--- config.mk ---
export PLATFORM = sky130hd
export DESIGN_NAME = blk_xlate_unit
export DESIGN_NICKNAME = d
export VERILOG_FILES = /design/src/rtl/blkx_pkg.sv /design/src/rtl/blkx_regbank.sv /design/src/rtl/blkx_entry_match.sv /design/src/rtl/blkx_first_hit.sv /design/src/rtl/blk_xlate_unit.sv
export SDC_FILE = /design/constraint.sdc
export NUM_CORES = 1
export LEC_CHECK = 0
export BUFFER_PORTS_ARGS = -buffer_cell sky130_fd_sc_hd__buf_2
export CAP_MARGIN = 40
export CORE_AREA = 10 10 242 244
export CTS_CLUSTER_SIZE = 10
export DETAILED_ROUTE_END_ITERATION = 16
export DIE_AREA = 0 0 252 254
export PLACE_DENSITY = 0.6
export SETUP_SLACK_MARGIN = 0.5
export SLEW_MARGIN = 20
export SYNTH_ARGS = -nofsm -noshare
export SYNTH_HDL_FRONTEND = slang
export SYNTH_SLANG_ARGS = --single-unit
--- constraint.sdc ---
create_clock -name clk -period 2.6 [get_ports clk]
set_input_delay 0.13 -clock clk [delete_from_list [all_inputs] [get_ports clk]]
set_output_delay 0.13 -clock clk [all_outputs]
set_load 0.005 [all_outputs]
--- src/rtl/blkx_pkg.sv ---
// Package: field positions and shared types for the block translation matcher.
// Assumes a 32-bit effective and physical address with 4 KiB pages.
package blkx_pkg;

    localparam int WORD_W   = 32;
    localparam int PAGE_LSB = 12;
    localparam int TOP_LSB  = 28;
    localparam int MID_LSB  = 17;
    localparam int MID_MSB  = 27;
    localparam int MID_W    = MID_MSB - MID_LSB + 1;
    localparam int LEN_LSB  = 2;
    localparam int LEN_MSB  = LEN_LSB + MID_W - 1;
    localparam int OFF_W    = MID_LSB - PAGE_LSB;
    localparam int SUP_BIT  = 1;
    localparam int USR_BIT  = 0;
    localparam int PROT_RD  = 0;
    localparam int PROT_RW  = 1;

    typedef logic [WORD_W-1:0] word_t;
    typedef logic [1:0]        perm_t;

    localparam perm_t PERM_NONE = 2'b00;
    localparam perm_t PERM_RD   = 2'b01;
    localparam perm_t PERM_RW   = 2'b11;

    typedef struct packed {
        logic  hit;
        logic  miss;
        word_t frame;
        perm_t perm;
    } xlate_res_t;

    // Turn the two lower-word protection bits into a permission code.
    function automatic perm_t decode_prot(input logic [1:0] pp);
        perm_t p;
        if (pp[PROT_RW])      p = PERM_RW;
        else if (pp[PROT_RD]) p = PERM_RD;
        else                  p = PERM_NONE;
        return p;
    endfunction

endpackage

--- src/rtl/blkx_regbank.sv ---
// Module: storage for the instruction and data entry pairs.
// Each word has its own write decode. All words clear on synchronous reset.
// Assumes cfg_idx values at or above NUM_ENTRIES are simply ignored.
module blkx_regbank
    import blkx_pkg::*;
#(
    parameter int NUM_ENTRIES = 4,
    parameter int IDX_W       = 2
) (
    input  logic                         clk,
    input  logic                         rst_n,
    input  logic                         wr_en,
    input  logic                         wr_side_fetch,
    input  logic                         wr_upper,
    input  logic [IDX_W-1:0]             wr_idx,
    input  word_t                        wr_data,
    output logic [NUM_ENTRIES-1:0][WORD_W-1:0] ins_up,
    output logic [NUM_ENTRIES-1:0][WORD_W-1:0] ins_lo,
    output logic [NUM_ENTRIES-1:0][WORD_W-1:0] dat_up,
    output logic [NUM_ENTRIES-1:0][WORD_W-1:0] dat_lo
);

    for (genvar e = 0; e < NUM_ENTRIES; e++) begin : g_entry
        logic sel;
        assign sel = wr_en && (wr_idx == IDX_W'(e));

        // Instruction-bank upper word.
        always_ff @(posedge clk) begin
            if (!rst_n)                           ins_up[e] <= '0;
            else if (sel && wr_side_fetch && wr_upper)  ins_up[e] <= wr_data;
        end

        // Instruction-bank lower word.
        always_ff @(posedge clk) begin
            if (!rst_n)                           ins_lo[e] <= '0;
            else if (sel && wr_side_fetch && !wr_upper) ins_lo[e] <= wr_data;
        end

        // Data-bank upper word.
        always_ff @(posedge clk) begin
            if (!rst_n)                            dat_up[e] <= '0;
            else if (sel && !wr_side_fetch && wr_upper)  dat_up[e] <= wr_data;
        end

        // Data-bank lower word.
        always_ff @(posedge clk) begin
            if (!rst_n)                             dat_lo[e] <= '0;
            else if (sel && !wr_side_fetch && !wr_upper) dat_lo[e] <= wr_data;
        end
    end

endmodule

--- src/rtl/blkx_entry_match.sv ---
// Module: compares one address against one entry pair and builds its frame.
// Purely combinational. Assumes the caller has already picked the bank.
module blkx_entry_match
    import blkx_pkg::*;
(
    input  word_t upper,
    input  word_t lower,
    input  word_t addr,
    input  logic  is_user,
    output logic  hit,
    output word_t frame,
    output perm_t perm
);

    logic [MID_W-1:0] len_mask;
    logic             top_ok;
    logic             mid_ok;
    logic             priv_ok;

    // Address compare: exact top nibble, masked middle field, privilege gate.
    always_comb begin
        len_mask = upper[LEN_MSB:LEN_LSB];
        top_ok   = addr[WORD_W-1:TOP_LSB] == upper[WORD_W-1:TOP_LSB];
        mid_ok   = (addr[MID_MSB:MID_LSB] & ~len_mask) == upper[MID_MSB:MID_LSB];
        priv_ok  = is_user ? upper[USR_BIT] : upper[SUP_BIT];
        hit      = top_ok && mid_ok && priv_ok;
    end

    // Frame assembly and permission decode for this entry.
    always_comb begin
        frame = {lower[WORD_W-1:TOP_LSB],
                 (addr[MID_MSB:MID_LSB] & len_mask) | lower[MID_MSB:MID_LSB],
                 addr[MID_LSB-1:PAGE_LSB],
                 {PAGE_LSB{1'b0}}};
        perm  = decode_prot(lower[1:0]);
    end

endmodule

--- src/rtl/blkx_first_hit.sv ---
// Module: picks the lowest-index hitting entry and forwards its result.
// Combinational. Assumes the frame and perm of entries that do not hit are don't-care.
module blkx_first_hit
    import blkx_pkg::*;
#(
    parameter int NUM_ENTRIES = 4
) (
    input  logic [NUM_ENTRIES-1:0]              hit_vec,
    input  logic [NUM_ENTRIES-1:0][WORD_W-1:0]  frames,
    input  logic [NUM_ENTRIES-1:0][1:0]         perms,
    output logic                                any_hit,
    output word_t                               frame,
    output perm_t                               perm
);

    // Walk from the top index down so the lowest hitting index is written last.
    always_comb begin
        any_hit = |hit_vec;
        frame   = '0;
        perm    = PERM_NONE;
        for (int i = NUM_ENTRIES - 1; i >= 0; i--) begin
            if (hit_vec[i]) begin
                frame = frames[i];
                perm  = perms[i];
            end
        end
    end

endmodule

--- src/rtl/blk_xlate_unit.sv ---
// Module: top of the block translation matcher.
// It selects the bank by access type, matches all entries in parallel, applies
// the bypass when translation is off, and registers the result for one cycle.
// Assumes entry writes and requests in the same cycle see the old entry contents.
module blk_xlate_unit
    import blkx_pkg::*;
#(
    parameter int NUM_ENTRIES = 4,
    localparam int IDX_W      = (NUM_ENTRIES > 1) ? $clog2(NUM_ENTRIES) : 1
) (
    input  logic              clk,
    input  logic              rst_n,
    input  logic              cfg_we,
    input  logic              cfg_side_fetch,
    input  logic              cfg_upper,
    input  logic [IDX_W-1:0]  cfg_idx,
    input  logic [31:0]       cfg_wdata,
    input  logic              req_valid,
    input  logic [31:0]       req_addr,
    input  logic              req_is_fetch,
    input  logic              req_user,
    input  logic              xlate_fetch_en,
    input  logic              xlate_data_en,
    output logic              rsp_valid,
    output logic              rsp_hit,
    output logic              rsp_miss,
    output logic [31:0]       rsp_frame,
    output logic [1:0]        rsp_perm
);

    logic [NUM_ENTRIES-1:0][WORD_W-1:0] ins_up, ins_lo, dat_up, dat_lo;
    logic [NUM_ENTRIES-1:0][WORD_W-1:0] sel_up, sel_lo;
    logic [NUM_ENTRIES-1:0]             hit_vec;
    logic [NUM_ENTRIES-1:0][WORD_W-1:0] ent_frame;
    logic [NUM_ENTRIES-1:0][1:0]        ent_perm;
    logic                               any_hit;
    word_t                              win_frame;
    perm_t                              win_perm;
    logic                               xlate_on;
    xlate_res_t                         res_d;
    xlate_res_t                         res_q;
    logic                               valid_q;

    blkx_regbank #(
        .NUM_ENTRIES (NUM_ENTRIES),
        .IDX_W       (IDX_W)
    ) u_bank (
        .clk           (clk),
        .rst_n         (rst_n),
        .wr_en         (cfg_we),
        .wr_side_fetch (cfg_side_fetch),
        .wr_upper      (cfg_upper),
        .wr_idx        (cfg_idx),
        .wr_data       (cfg_wdata),
        .ins_up        (ins_up),
        .ins_lo        (ins_lo),
        .dat_up        (dat_up),
        .dat_lo        (dat_lo)
    );

    // Bank select: fetches use the instruction bank, all else the data bank.
    always_comb begin
        sel_up = req_is_fetch ? ins_up : dat_up;
        sel_lo = req_is_fetch ? ins_lo : dat_lo;
    end

    for (genvar e = 0; e < NUM_ENTRIES; e++) begin : g_match
        blkx_entry_match u_match (
            .upper   (sel_up[e]),
            .lower   (sel_lo[e]),
            .addr    (req_addr),
            .is_user (req_user),
            .hit     (hit_vec[e]),
            .frame   (ent_frame[e]),
            .perm    (ent_perm[e])
        );
    end

    blkx_first_hit #(
        .NUM_ENTRIES (NUM_ENTRIES)
    ) u_pick (
        .hit_vec (hit_vec),
        .frames  (ent_frame),
        .perms   (ent_perm),
        .any_hit (any_hit),
        .frame   (win_frame),
        .perm    (win_perm)
    );

    // Result mux: bypass, winning entry, or miss.
    always_comb begin
        xlate_on = req_is_fetch ? xlate_fetch_en : xlate_data_en;
        if (!xlate_on) begin
            res_d.hit   = 1'b1;
            res_d.miss  = 1'b0;
            res_d.frame = {req_addr[WORD_W-1:PAGE_LSB], {PAGE_LSB{1'b0}}};
            res_d.perm  = PERM_RW;
        end else if (any_hit) begin
            res_d.hit   = 1'b1;
            res_d.miss  = 1'b0;
            res_d.frame = win_frame;
            res_d.perm  = win_perm;
        end else begin
            res_d.hit   = 1'b0;
            res_d.miss  = 1'b1;
            res_d.frame = '0;
            res_d.perm  = PERM_NONE;
        end
    end

    // Response register: captures on a request, quiets the flags otherwise.
    always_ff @(posedge clk) begin
        if (!rst_n) begin
            valid_q <= 1'b0;
            res_q   <= '0;
        end else if (req_valid) begin
            valid_q <= 1'b1;
            res_q   <= res_d;
        end else begin
            valid_q    <= 1'b0;
            res_q.hit  <= 1'b0;
            res_q.miss <= 1'b0;
        end
    end

    assign rsp_valid = valid_q;
    assign rsp_hit   = res_q.hit;
    assign rsp_miss  = res_q.miss;
    assign rsp_frame = res_q.frame;
    assign rsp_perm  = res_q.perm;

endmodule

==> impl_results.md <==
- Critical path fanouts, max: 8
- Drt drc: 0
- Setup Viol. Count Final: 0
- Die Span Y: 254 microns
- Cell Count, Final, Fillers Out: 3133
- FFs w/ async S/R, synth: 0%
- Leakage: approximately 7.4 nW
- Synth top area share: 41.6%
- Clock Latency Late Sink: 0.57 ns
- Leading register cell type out of synthesis: dfxtp_1
- Share of cells above drive strength 1: around 15%
- GRT overflow: 0
- Startpoint types: flip-flop
- Layout Skew: 0.0112 ns
- RSZ-0062 raised after global routing: true
- Post-Route Utilization: 40.9%
- Die ar.: 64000 sq um
- First-pass iteration count of the detailed router: 6
- Fmax achieved: between 400 and 500 MHz
- Via density: 5.45
- Antenna-violating nets left: 0
- Power density cells: 589 nW/um^2
- Total GRT Usage: 21.2%
- IO Count: approximately 110
- DIE WIDTH: ~250 microns
- CTS tree: yes
- Kind of critical path: flip-flop to flip-flop
- WL per Instance: 22.3 microns
- Drt total wl: 69.7 mm
- H-tree depth: 2
- Total number of vias: 17077
- Fin area: 21900 sq um
- Clock slew at reported path FFs: 0.06 ns
- Tcrit/Tclk final: 92.6%
- Slew HR: 53.2%
- Initial antenna violation count: 2
- Port Buffers: 84
- 1st-iter DRT viols: 1419
- Pin count of the biggest net entering global routing: 135
- Yosys cell types: 66
- Total CTS buffers: 45
- Setup crit end kind: flip-flop
- Mapped Cells: 2342
- Total placed cells including tap cells: 3047
- Crit path time final: 2.41 ns
- Post-synth top area cell: dfxtp_1
- Post-synth EDFFs: 0
- Core Rows: 85
- Max Transition Viols Final: 0
- Status: completed
- Sequential share of the synthesized area: 41.6%
- Layout area overhead: 18.3%
- Core area: approximately 54000 sq um
- MaxCap Viol Count: 0
- Worst Path Required: 3.09 ns
- Yosys synthesis warning count: 0
- Total power: 12.9 mW
- Mapped cell area: between 15000 and 20000 sq um
- Hold slack final: 0.00597 ns
- RePlAce Congestion: 0.922
- Starting Density: between 30% and 40%
- Post-DP HPWL: 47.8 mm
- Fin. Hold Viols: 0
- First-pass GRT wire length: around 100 mm
- Synth top area cells: dfxtp_1, nand2_1, a21boi_0
- CTS sink cnt: 385
- Critical path arrival: roughly 2.9 ns
- Fin nets: between 2000 and 3000
- Ant diodes: 0
- Longest Clk Path Bufs: 3
- Placed inst area: between 20000 and 25000 sq um
- FF+latch count, synth: 385
- Syn Area/Cell: 7.91 sq um
- Worst slew pin tran: 0.703 ns
- Hold crit path type: input port to flip-flop
- Peak VDD IR: 0.433 mV
- Vias in the first global route: 16361
- Clk Tree Root Cell: clkbuf_16
==> cells in the mapped netlist (all sizes together) (2+ instances only) <==
cell	number
clkbuf	167
o2111ai	8
a211o	4
a21o	22
buf	41
a211oi	49
o21ai	57
mux2i	34
nor2b	50
o2bb2ai	15
and4	2
nand2b	17
xnor2	57
a21boi	360
nor3	31
o311ai	5
xor2	12
nand4	15
a32o	5
nor4b	3
a22oi	3
nand2	781
and2	6
a31oi	7
o22ai	11
nor3b	11
nor2	27
dfxtp	385
mux2	8
clkinv	2
a21oi	76
o211ai	5
a2111oi	2
nor4	3
inv	8
nand3	13
a221oi	11
or3	2
o31ai	13
==> through the flow <==
step,TNS (ns),worst slack (ns)
floorplan,0,0.511
global placement,-1.05,-0.109
detailed placement,-0.834,-0.0807
CTS,0,0.175
global route,0,0.0592
finish,0,0.193
==> layout make-up <==
cell class	instances	area, sq um
fill	5329	31700
multi-input combinational	1750	10300
sequential	385	7720
timing repair buffer	235	1750
clock buffer	57	1200
tap	696	871
inverter	10	37.5
==> metal layers <==
metal  wire length [microns]  GRT usage, %  share of wire (%)  vias to the layer above
met3                    5280          4.12                7.6                      145
met1                   29500          27.1                 42                     8253
li1                        -             -                  -                     8018
met4                    2760          8.66                4.0                        4
met5                      27             0              0.039                        -
met2                   32100          34.7                 46                      657
==> critical path: stages (launching register included) <==
cell	delay (ns)
dfxtp_1	0.36
nor2b_1	0.07
xnor2_1	0.26
nand4_1	0.12
mux2i_1	0.38
o2111ai_4	0.20
buf_6	0.19
nor3b_4	0.25
buf_6	0.19
a221oi_2	0.08
o31ai_2	0.23
==> timing repair <==
| action | in CTS | in global routing |
|---|---|---|
| hold endpoints to repair | 104 | 0 |
| setup buffers | 5 | 6 |
| pin swaps | 21 | 28 |
| gates resized for setup | 51 | 38 |
| endpoints found under the setup margin | 23 | 24 |
| hold buffers | 17 | 0 |
| cloned | 0 | 1 |
==> report_power, final <==
part           internal [mW]  switching, mW  leakage [nW]
clock network           3.17           2.43         0.587
logic                  0.444          0.810          3.68
registers               5.99         0.0650          3.11
==> registers in the layout (all words and copies together) (netlist names) <==
name           flops
u_bank.dat_up    112
u_bank.ins_up    112
u_bank.dat_lo     68
u_bank.ins_lo     68
rsp_frame         20
rsp_perm           2
rsp_hit            1
rsp_miss           1
rsp_valid          1
==> final timing paths <==
kind / slack, ns / endpoint / startpoint / cells after the start
max reg2reg: 0.19 / rsp_frame[21]$_SDFFE_PN0P_ / u_bank.dat_up[102]$_SDFFE_PN0P_ / 10
min: 0.006 / u_bank.dat_up[12]$_SDFFE_PN0P_ / cfg_wdata[12] / 3
min reg2reg: 0.46 / rsp_frame[13]$_SDFFE_PN0P_ / rsp_frame[13]$_SDFFE_PN0P_ / 1
max: 0.19 / rsp_frame[21]$_SDFFE_PN0P_ / u_bank.dat_up[102]$_SDFFE_PN0P_ / 10
==> layout by cell type (no fill, tap or decap), types with 9 or more instances in the layout <==
master / instances
a211oi_1: 46
a21boi_0: 360
a21o_1: 22
a21oi_1: 76
buf_2: 83
buf_4: 117
clkbuf_1: 9
clkbuf_16: 45
conb_1: 12
dfxtp_1: 377
dlygate4sd3_1: 17
mux2i_1: 32
nand2_1: 781
nand2b_1: 15
nand3_1: 11
nand4_1: 15
nor2_1: 19
nor2b_1: 46
nor3_1: 24
nor3b_1: 10
o21ai_0: 33
o21ai_1: 18
o22ai_1: 11
o2bb2ai_1: 15
o31ai_2: 11
xnor2_1: 52
xor2_1: 11
==> cell families after synthesis <==
logic type             after synthesis  share of synthesized area (%)
AND/OR/NAND/NOR                    968                           21.8
flip-flops                         385                           41.6
multiplexers                        43                           2.45
buffers and inverters              218                           5.00
AO/OA/AOI/OAI                      658                           25.8
other                                1                         0.0202
XOR/XNOR                            69                           3.26
(Power assumes the default switching activity.)
